[src/rtl/amd_pkg.sv]
package amd_pkg;

  // Strobes from control to datapath
  typedef struct packed {
    logic mapLoad;     // capture write data into the mapping register
    logic windowOpen;  // a mapping write would be accepted now
  } ctlStrobe_t;

  typedef enum logic [1:0] {
    KIND_REG = 2'd0,
    KIND_RAM = 2'd1,
    KIND_ROM = 2'd2,
    KIND_EXT = 2'd3
  } selKind_t;

endpackage

[src/rtl/amd_ctrl.sv]
module amd_ctrl
  import amd_pkg::*;
#(
  parameter int WIN_CYCLES = 64
) (
  input  logic       clk,
  input  logic       rstN,
  input  logic       modeNormal,
  input  logic       eTick,
  input  logic       mapWrHit,
  output ctlStrobe_t strobe
);

  localparam int CNT_W = $clog2(WIN_CYCLES + 1);
  localparam logic [CNT_W-1:0] CNT_MAX = CNT_W'(WIN_CYCLES);

  logic [CNT_W-1:0] tickCnt;
  logic             wasWritten;
  logic             openNow;

  always_comb begin
    openNow         = !modeNormal || ((tickCnt < CNT_MAX) && !wasWritten);
    strobe.windowOpen = openNow;
    strobe.mapLoad    = mapWrHit && openNow;
  end

  always_ff @(posedge clk) begin
    if (!rstN) begin
      tickCnt    <= '0;
      wasWritten <= 1'b0;
    end else begin
      if (eTick && (tickCnt < CNT_MAX))
        tickCnt <= tickCnt + 1'b1;
      if (strobe.mapLoad && modeNormal)
        wasWritten <= 1'b1;
    end
  end

  // the counter never passes its limit
  p_cnt_bound_r7: assert property (@(posedge clk) disable iff (!rstN)
    tickCnt <= CNT_MAX);

  // once the counter reaches its limit, it stays there
  p_cnt_sat_r7: assert property (@(posedge clk) disable iff (!rstN)
    (tickCnt == CNT_MAX) |=> (tickCnt == CNT_MAX));

  // in normal mode, a load is never followed by a second load
  p_once_r6: assert property (@(posedge clk) disable iff (!rstN)
    (strobe.mapLoad && modeNormal) |=> (!modeNormal || !strobe.mapLoad));

  // in normal mode, no load once the window has closed
  p_late_r7: assert property (@(posedge clk) disable iff (!rstN)
    (modeNormal && (tickCnt == CNT_MAX)) |-> !strobe.mapLoad);

endmodule

[src/rtl/amd_datapath.sv]
module amd_datapath
  import amd_pkg::*;
#(
  parameter int          ADDR_W     = 16,
  parameter int          PAGE_W     = 4,
  parameter int          RAM_BYTES  = 192,
  parameter int          REG_BYTES  = 64,
  parameter int          ROM_PAGE   = 15,
  parameter int          MAP_OFFSET = 61,
  parameter logic [63:0] USED_MASK  = 64'hF0FF_FFFF_0000_FFFF,
  localparam int OFF_W     = ADDR_W - PAGE_W,
  localparam int REG_OFF_W = $clog2(REG_BYTES),
  localparam int RAM_OFF_W = $clog2(RAM_BYTES),
  localparam int MAP_W     = 2 * PAGE_W
) (
  input  logic                 clk,
  input  logic                 rstN,
  input  logic                 modeNormal,
  input  logic                 modeExpanded,
  input  logic                 busValid,
  input  logic                 busWrite,
  input  logic [ADDR_W-1:0]    busAddr,
  input  logic [MAP_W-1:0]     busWdata,
  input  ctlStrobe_t           strobe,
  output logic                 mapWrHit,
  output logic                 selReg,
  output logic                 selRam,
  output logic                 selRom,
  output logic                 selExt,
  output logic [REG_OFF_W-1:0] regOffset,
  output logic [RAM_OFF_W-1:0] ramOffset,
  output logic [OFF_W-1:0]     romOffset,
  output logic                 rdDataValid,
  output logic                 extDataEn,
  output logic [MAP_W-1:0]     mapRegOut
);

  localparam logic [OFF_W-1:0]     REG_LIM  = OFF_W'(REG_BYTES);
  localparam logic [OFF_W-1:0]     RAM_LIM  = OFF_W'(RAM_BYTES);
  localparam logic [PAGE_W-1:0]    ROM_PG   = PAGE_W'(ROM_PAGE);
  localparam logic [REG_OFF_W-1:0] MAP_OFF  = REG_OFF_W'(MAP_OFFSET);

  logic [MAP_W-1:0]  mapQ;
  logic [PAGE_W-1:0] regPage, ramPage, addrPage;
  logic [OFF_W-1:0]  inPage;
  logic              regHit, ramHit, romHit, romEn;
  logic              isRead, slotUsed;
  selKind_t          kind;

  assign regPage  = mapQ[PAGE_W-1:0];
  assign ramPage  = mapQ[MAP_W-1:PAGE_W];
  assign addrPage = busAddr[ADDR_W-1 -: PAGE_W];
  assign inPage   = busAddr[OFF_W-1:0];

  assign romEn  = !(modeNormal && modeExpanded);
  assign regHit = (addrPage == regPage) && (inPage < REG_LIM);
  assign ramHit = (addrPage == ramPage) && (inPage < RAM_LIM);
  assign romHit = romEn && (addrPage == ROM_PG);

  // fixed priority: register block, RAM, ROM, external
  always_comb begin
    if (regHit)      kind = KIND_REG;
    else if (ramHit) kind = KIND_RAM;
    else if (romHit) kind = KIND_ROM;
    else             kind = KIND_EXT;
  end

  assign selReg = busValid && (kind == KIND_REG);
  assign selRam = busValid && (kind == KIND_RAM);
  assign selRom = busValid && (kind == KIND_ROM);
  assign selExt = busValid && (kind == KIND_EXT);

  assign regOffset = busAddr[REG_OFF_W-1:0];
  assign ramOffset = busAddr[RAM_OFF_W-1:0];
  assign romOffset = inPage;

  assign isRead      = busValid && !busWrite;
  assign slotUsed    = USED_MASK[regOffset];
  assign rdDataValid = isRead && (!selReg || slotUsed);
  assign extDataEn   = isRead && selExt;
  assign mapWrHit    = busValid && busWrite && selReg && (regOffset == MAP_OFF);
  assign mapRegOut   = mapQ;

  always_ff @(posedge clk) begin
    if (!rstN)               mapQ <= '0;
    else if (strobe.mapLoad) mapQ <= busWdata;
  end

  // one select per valid cycle
  p_onehot_r4: assert property (@(posedge clk) disable iff (!rstN)
    busValid |-> ($countones({selReg, selRam, selRom, selExt}) == 1));

  // no select without a bus cycle
  p_idle_r4: assert property (@(posedge clk) disable iff (!rstN)
    !busValid |-> ({selReg, selRam, selRom, selExt} == 4'b0000));

  // external data never enters the internal bus for an internal target
  p_ext_guard_r9: assert property (@(posedge clk) disable iff (!rstN)
    extDataEn |-> !(selReg || selRam || selRom));

  // an accepted write shows in the register on the next cycle
  p_load_r2: assert property (@(posedge clk) disable iff (!rstN)
    strobe.mapLoad |=> (mapQ == $past(busWdata)));

  // ROM is never selected in normal expanded mode
  p_rom_off_r5: assert property (@(posedge clk) disable iff (!rstN)
    (modeNormal && modeExpanded) |-> !selRom);

  // without a load the register holds its value
  p_hold_r2: assert property (@(posedge clk) disable iff (!rstN)
    !strobe.mapLoad |=> $stable(mapQ));

endmodule

[src/rtl/addr_map_decoder.sv]
module addr_map_decoder
  import amd_pkg::*;
#(
  parameter int          ADDR_W     = 16,
  parameter int          PAGE_W     = 4,
  parameter int          RAM_BYTES  = 192,
  parameter int          REG_BYTES  = 64,
  parameter int          ROM_PAGE   = 15,
  parameter int          MAP_OFFSET = 61,
  parameter int          WIN_CYCLES = 64,
  parameter logic [63:0] USED_MASK  = 64'hF0FF_FFFF_0000_FFFF
) (
  input  logic                          clk,
  input  logic                          rstN,
  input  logic                          modeNormal,
  input  logic                          modeExpanded,
  input  logic                          eTick,
  input  logic                          busValid,
  input  logic                          busWrite,
  input  logic [ADDR_W-1:0]             busAddr,
  input  logic [2*PAGE_W-1:0]           busWdata,
  output logic                          selReg,
  output logic                          selRam,
  output logic                          selRom,
  output logic                          selExt,
  output logic [$clog2(REG_BYTES)-1:0]  regOffset,
  output logic [$clog2(RAM_BYTES)-1:0]  ramOffset,
  output logic [ADDR_W-PAGE_W-1:0]      romOffset,
  output logic                          rdDataValid,
  output logic                          extDataEn,
  output logic [2*PAGE_W-1:0]           mapRegOut,
  output logic                          mapWindowOpen
);

  ctlStrobe_t strobe;
  logic       mapWrHit;

  amd_ctrl #(.WIN_CYCLES(WIN_CYCLES)) ctrl_i (
    .clk        (clk),
    .rstN       (rstN),
    .modeNormal (modeNormal),
    .eTick      (eTick),
    .mapWrHit   (mapWrHit),
    .strobe     (strobe)
  );

  amd_datapath #(
    .ADDR_W     (ADDR_W),
    .PAGE_W     (PAGE_W),
    .RAM_BYTES  (RAM_BYTES),
    .REG_BYTES  (REG_BYTES),
    .ROM_PAGE   (ROM_PAGE),
    .MAP_OFFSET (MAP_OFFSET),
    .USED_MASK  (USED_MASK)
  ) dp_i (
    .clk          (clk),
    .rstN         (rstN),
    .modeNormal   (modeNormal),
    .modeExpanded (modeExpanded),
    .busValid     (busValid),
    .busWrite     (busWrite),
    .busAddr      (busAddr),
    .busWdata     (busWdata),
    .strobe       (strobe),
    .mapWrHit     (mapWrHit),
    .selReg       (selReg),
    .selRam       (selRam),
    .selRom       (selRom),
    .selExt       (selExt),
    .regOffset    (regOffset),
    .ramOffset    (ramOffset),
    .romOffset    (romOffset),
    .rdDataValid  (rdDataValid),
    .extDataEn    (extDataEn),
    .mapRegOut    (mapRegOut)
  );

  assign mapWindowOpen = strobe.windowOpen;

endmodule

[config.mk]
export PLATFORM = sky130hd
export DESIGN_NAME = addr_map_decoder
export DESIGN_NICKNAME = d
export VERILOG_FILES = /design/src/rtl/amd_pkg.sv /design/src/rtl/amd_ctrl.sv /design/src/rtl/amd_datapath.sv /design/src/rtl/addr_map_decoder.sv
export SDC_FILE = /design/constraint.sdc
export NUM_CORES = 1
export LEC_CHECK = 0
export BUFFER_PORTS_ARGS = -buffer_cell sky130_fd_sc_hd__buf_2
export CAP_MARGIN = 0
export CORE_UTILIZATION = 42
export CTS_CLUSTER_DIAMETER = 30
export DETAILED_ROUTE_END_ITERATION = 16
export HOLD_SLACK_MARGIN = 0.06
export PLACE_DENSITY = 0.79
export SKIP_CTS_REPAIR_TIMING = 1
export SLEW_MARGIN = 15
export SYNTH_ARGS = -nofsm -noshare
export SYNTH_HDL_FRONTEND = slang
export SYNTH_SLANG_ARGS = --single-unit
[constraint.sdc]
create_clock -name clk -period 1.5 [get_ports clk]
set_input_delay 0.075 -clock clk [delete_from_list [all_inputs] [get_ports clk]]
set_output_delay 0.075 -clock clk [all_outputs]
set_load 0.01 [all_outputs]
==> results.md <==
- Max transition margin: 68.62%
- Antenna violations before repair: 0
- # fillers: 204
- Worst-margin pin slew: 0.4702 ns
- Area taken by multi-input logic gates: 655.6 um2
- Met3 WL: 177 um
- Hold Path Class: input pin to register
- Sink Count: 16
- Register area share after synthesis: about 28%
- Setup crit end: selExt
- Total die area: slightly below 0.003 mm2
- Site row count: 18
- Post-synth top area cell: dfxtp_1
- CTS Buf Count: 3
- Mapped Area: around 0.0011 mm2
- Ranking of synthesized cells by area: dfxtp_1 (28%), buf_4 (18%), nand4_1 (6.7%)
- Clock skew: 0.001798 ns
- Worst Path Required: roughly 1.4 ns
- PD cells: 586.9 mW/mm2
- CTS clk-pin slew, worst paths: around 0.09 ns
- FF-to-FF Start: dp_i.mapRegOut[1]$_SDFFE_PN0P_
- Failing checks: setup timing
- Mapped Avg Cell Area: around 8.5 um2
- Via count: 1187
- RSZ-0062 raised after global routing: yes
- Setup Viol. Count Final: 8
- Drt initial violations: 24
- Core Box Area: 0.002500 mm2
- Setup TNS: -0.6955 ns
- CP max stage delay: 0.36 ns
- Top Metal Used: met4
- Leakage: roughly 0.72 nW
- Total wire length: 3.104 mm
- Nets: roughly 220
- Detailed placer's ending HPWL: 2.204 mm
- Crit. Startpoint: dp_i.mapRegOut[7]$_SDFFE_PN0P_
- Post-synth top area share: 28.44%
- Crit path time final: 1.656 ns
- Wire length of the first global-routing pass: ~4 mm
- Antenna fix cells: 0
- Slowest-stage cell, CP: dfxtp_4
- Vias/cell: 5.395
- Setup Crit Path Kind: register to primary output
- Post-route cell area: 0.001583 mm2
- Post-DRT Antenna Nets: 0
- Top fanout value on the critical path: 3
- Root Buffer: clkbuf_4
- DR WL/cell: between 10 and 15 um
- Peak Freq: 603.8 MHz
- Max Buffers Root-to-Sink: 2
- Critical path depth: 6
- Peak supply drop: 0.0005125 V
- Max-cap violations: 0
- GR Overflow Total: 0
- Area growth syn-to-layout: 40.56%
- Final hold viol count: 0
- Synth unique cells: 31
- Pin count of the biggest net entering global routing: 17
- Crit share post-route: 110.4%
- R2R cell count: 6
- Final Slew Violations: 0
- Delay-heaviest family, CP: flip-flops
- R2r setup slk: -0.02 ns
- Die X: 53.78 um
- Met1 wire length: between 1 and 1.5 mm
- Met2 Routed Length: 1.721 mm
- Placed Instance Area: 0.001314 mm2
- Clock Latency Late Sink: 0.28 ns
- Synth warn: 0
- Register area: 332.8 um2
- I/O pin cnt: 72
- CP endpoint kind: primary output
- Syn nets: 164
- CTS tree: yes
- Initial core utilization: 45.05%
- Syn Inst Count: 132
- Crit path buf inv count: 2
- Final worst slack: -0.1561 ns
- Status: finished with violations
- CP arrival: 1.58 ns
- Remaining DRCs: 0
- Critical R2R Capture: dp_i.mapRegOut[1]$_SDFFE_PN0P_
- Die Height: 53.78 um
- Worst path cell trace: xnor2_2, nand3_2, a2111oi_4, buf_4, nor3_1, buf_2
- Number of global-route vias before repair: 911
- GRT Overall Usage: a little under a fifth
- Number of buffers added on ports: 71
- Startpoint Class: register
- H-Tree Level Count: 1
- Yosys reg bits: 16
- Share of post-route cells with drive strength above 1: between 50% and 60%
- Initial DRT Pass Iterations: 4
- Gpl congestion: between 0.8 and 0.9
==> flip-flops by register name (all words and copies together), names as in the netlist <==
signal	count
dp_i.mapRegOut	8
ctrl_i.tickCnt	7
ctrl_i.wasWritten	1
==> synthesized netlist by cell type <==
cell type / number
and4_2: 1
nor2b_1: 1
xnor2_1: 7
a2111oi_4: 1
o21ai_1: 1
dfxtp_1: 16
and3b_1: 1
nor4_4: 1
nor3b_2: 1
clkbuf_1: 4
o21ai_0: 2
nor3_1: 2
a41oi_1: 2
a311oi_1: 1
and2_1: 1
nor3b_1: 1
inv_1: 3
buf_2: 2
nor2_1: 10
and4_1: 2
xor2_1: 6
nand2_1: 4
ha_1: 1
a21oi_1: 9
and3_1: 2
nand3_2: 1
buf_4: 27
o31ai_1: 8
nand4_1: 12
mux2i_1: 1
nor4_1: 1
==> worst reg2reg max path, cell delays in order (launching register included) <==
cell	delay, ns
dfxtp_2	0.35
xnor2_2	0.15
nand4_1	0.20
buf_6	0.19
buf_12	0.13
o31ai_1	0.26
a21oi_1	0.10
==> layout make-up <==
type | instances | area share, %
Clock buffer | 4 | 2.292
Timing Repair Buffer | 87 | 32.17
Inverter | 3 | 0.7115
Multi-Input combinational cell | 80 | 41.42
Sequential cell | 16 | 21.03
Tap cell | 30 | 2.372
==> kinds of logic (layout without fill, tap and decap cells) <==
family | after synthesis | count (layout) | share of synthesized area, %
AO/OA/AOI/OAI | 24 | 24 | 15.44
XOR/XNOR | 13 | 13 | 10.11
adder cells (fa/ha/maj) | 1 | 1 | 1.111
buffers and inverters | 36 | 94 | 21.22
flip-flops | 16 | 16 | 28.44
multiplexers | 1 | 1 | 0.8889
AND/OR/NAND/NOR | 41 | 41 | 22.78
==> stage by stage <==
stage | total power, mW | instances | hold slack [ns] | setup WS (ns) | utilization, %
finish | 0.9289 | 220 | 0.05746 | -0.1561 | 63.31
floorplan | 0.5721 | 132 | 0.1960 | 0.1505 | -
global placement | 0.6235 | 203 | 0.3347 | 0.09678 | 52.55
CTS | 0.9157 | 207 | 0.03995 | -0.3706 | 54.00
detailed placement | 0.6287 | 203 | 0.3490 | -0.04388 | 52.55
global route | 0.9793 | 220 | 0.06708 | -0.2736 | 63.31
==> metal layers <==
metal | track usage, % | vias up
met5 | 0 | -
met4 | 5.263 | 0
met3 | 1.695 | 6
met2 | 38.07 | 51
met1 | 20.24 | 569
li1 | - | 561
==> power breakdown <==
group / internal (mW) / leakage, nW / switching (mW)
logic: 0.102 / 0.569 / 0.116
clock network: 0.147 / 0.0210 / 0.131
registers: 0.428 / 0.134 / 0.00422
==> cells in the final DEF, fill, tap and decap left out, types with 3 or more instances in the layout <==
cell type and count:
buf_4 7, inv_1 3, dlygate4sd3_1 7, a21oi_1 9
xnor2_2 6, nand4_1 12, dfxtp_2 7, buf_2 71
dfxtp_1 8, o31ai_1 5, nor2_1 9, clkbuf_4 3
nand2_1 3, xor2_1 4
==> worst min path at each step <==
| stage | start | endpoint | depth (start not counted) |
|---|---|---|---|
| floorplan | busWrite | rdDataValid | 1 |
| global route | busWdata[6] | dp_i.mapRegOut[6]$_SDFFE_PN0P_ | 3 |
| CTS | busWdata[2] | dp_i.mapRegOut[2]$_SDFFE_PN0P_ | 3 |
| detailed placement | busWdata[0] | dp_i.mapRegOut[0]$_SDFFE_PN0P_ | 3 |
| finish | busWdata[6] | dp_i.mapRegOut[6]$_SDFFE_PN0P_ | 3 |
| global placement | busWdata[1] | dp_i.mapRegOut[1]$_SDFFE_PN0P_ | 3 |
(Power assumes the default switching activity.)
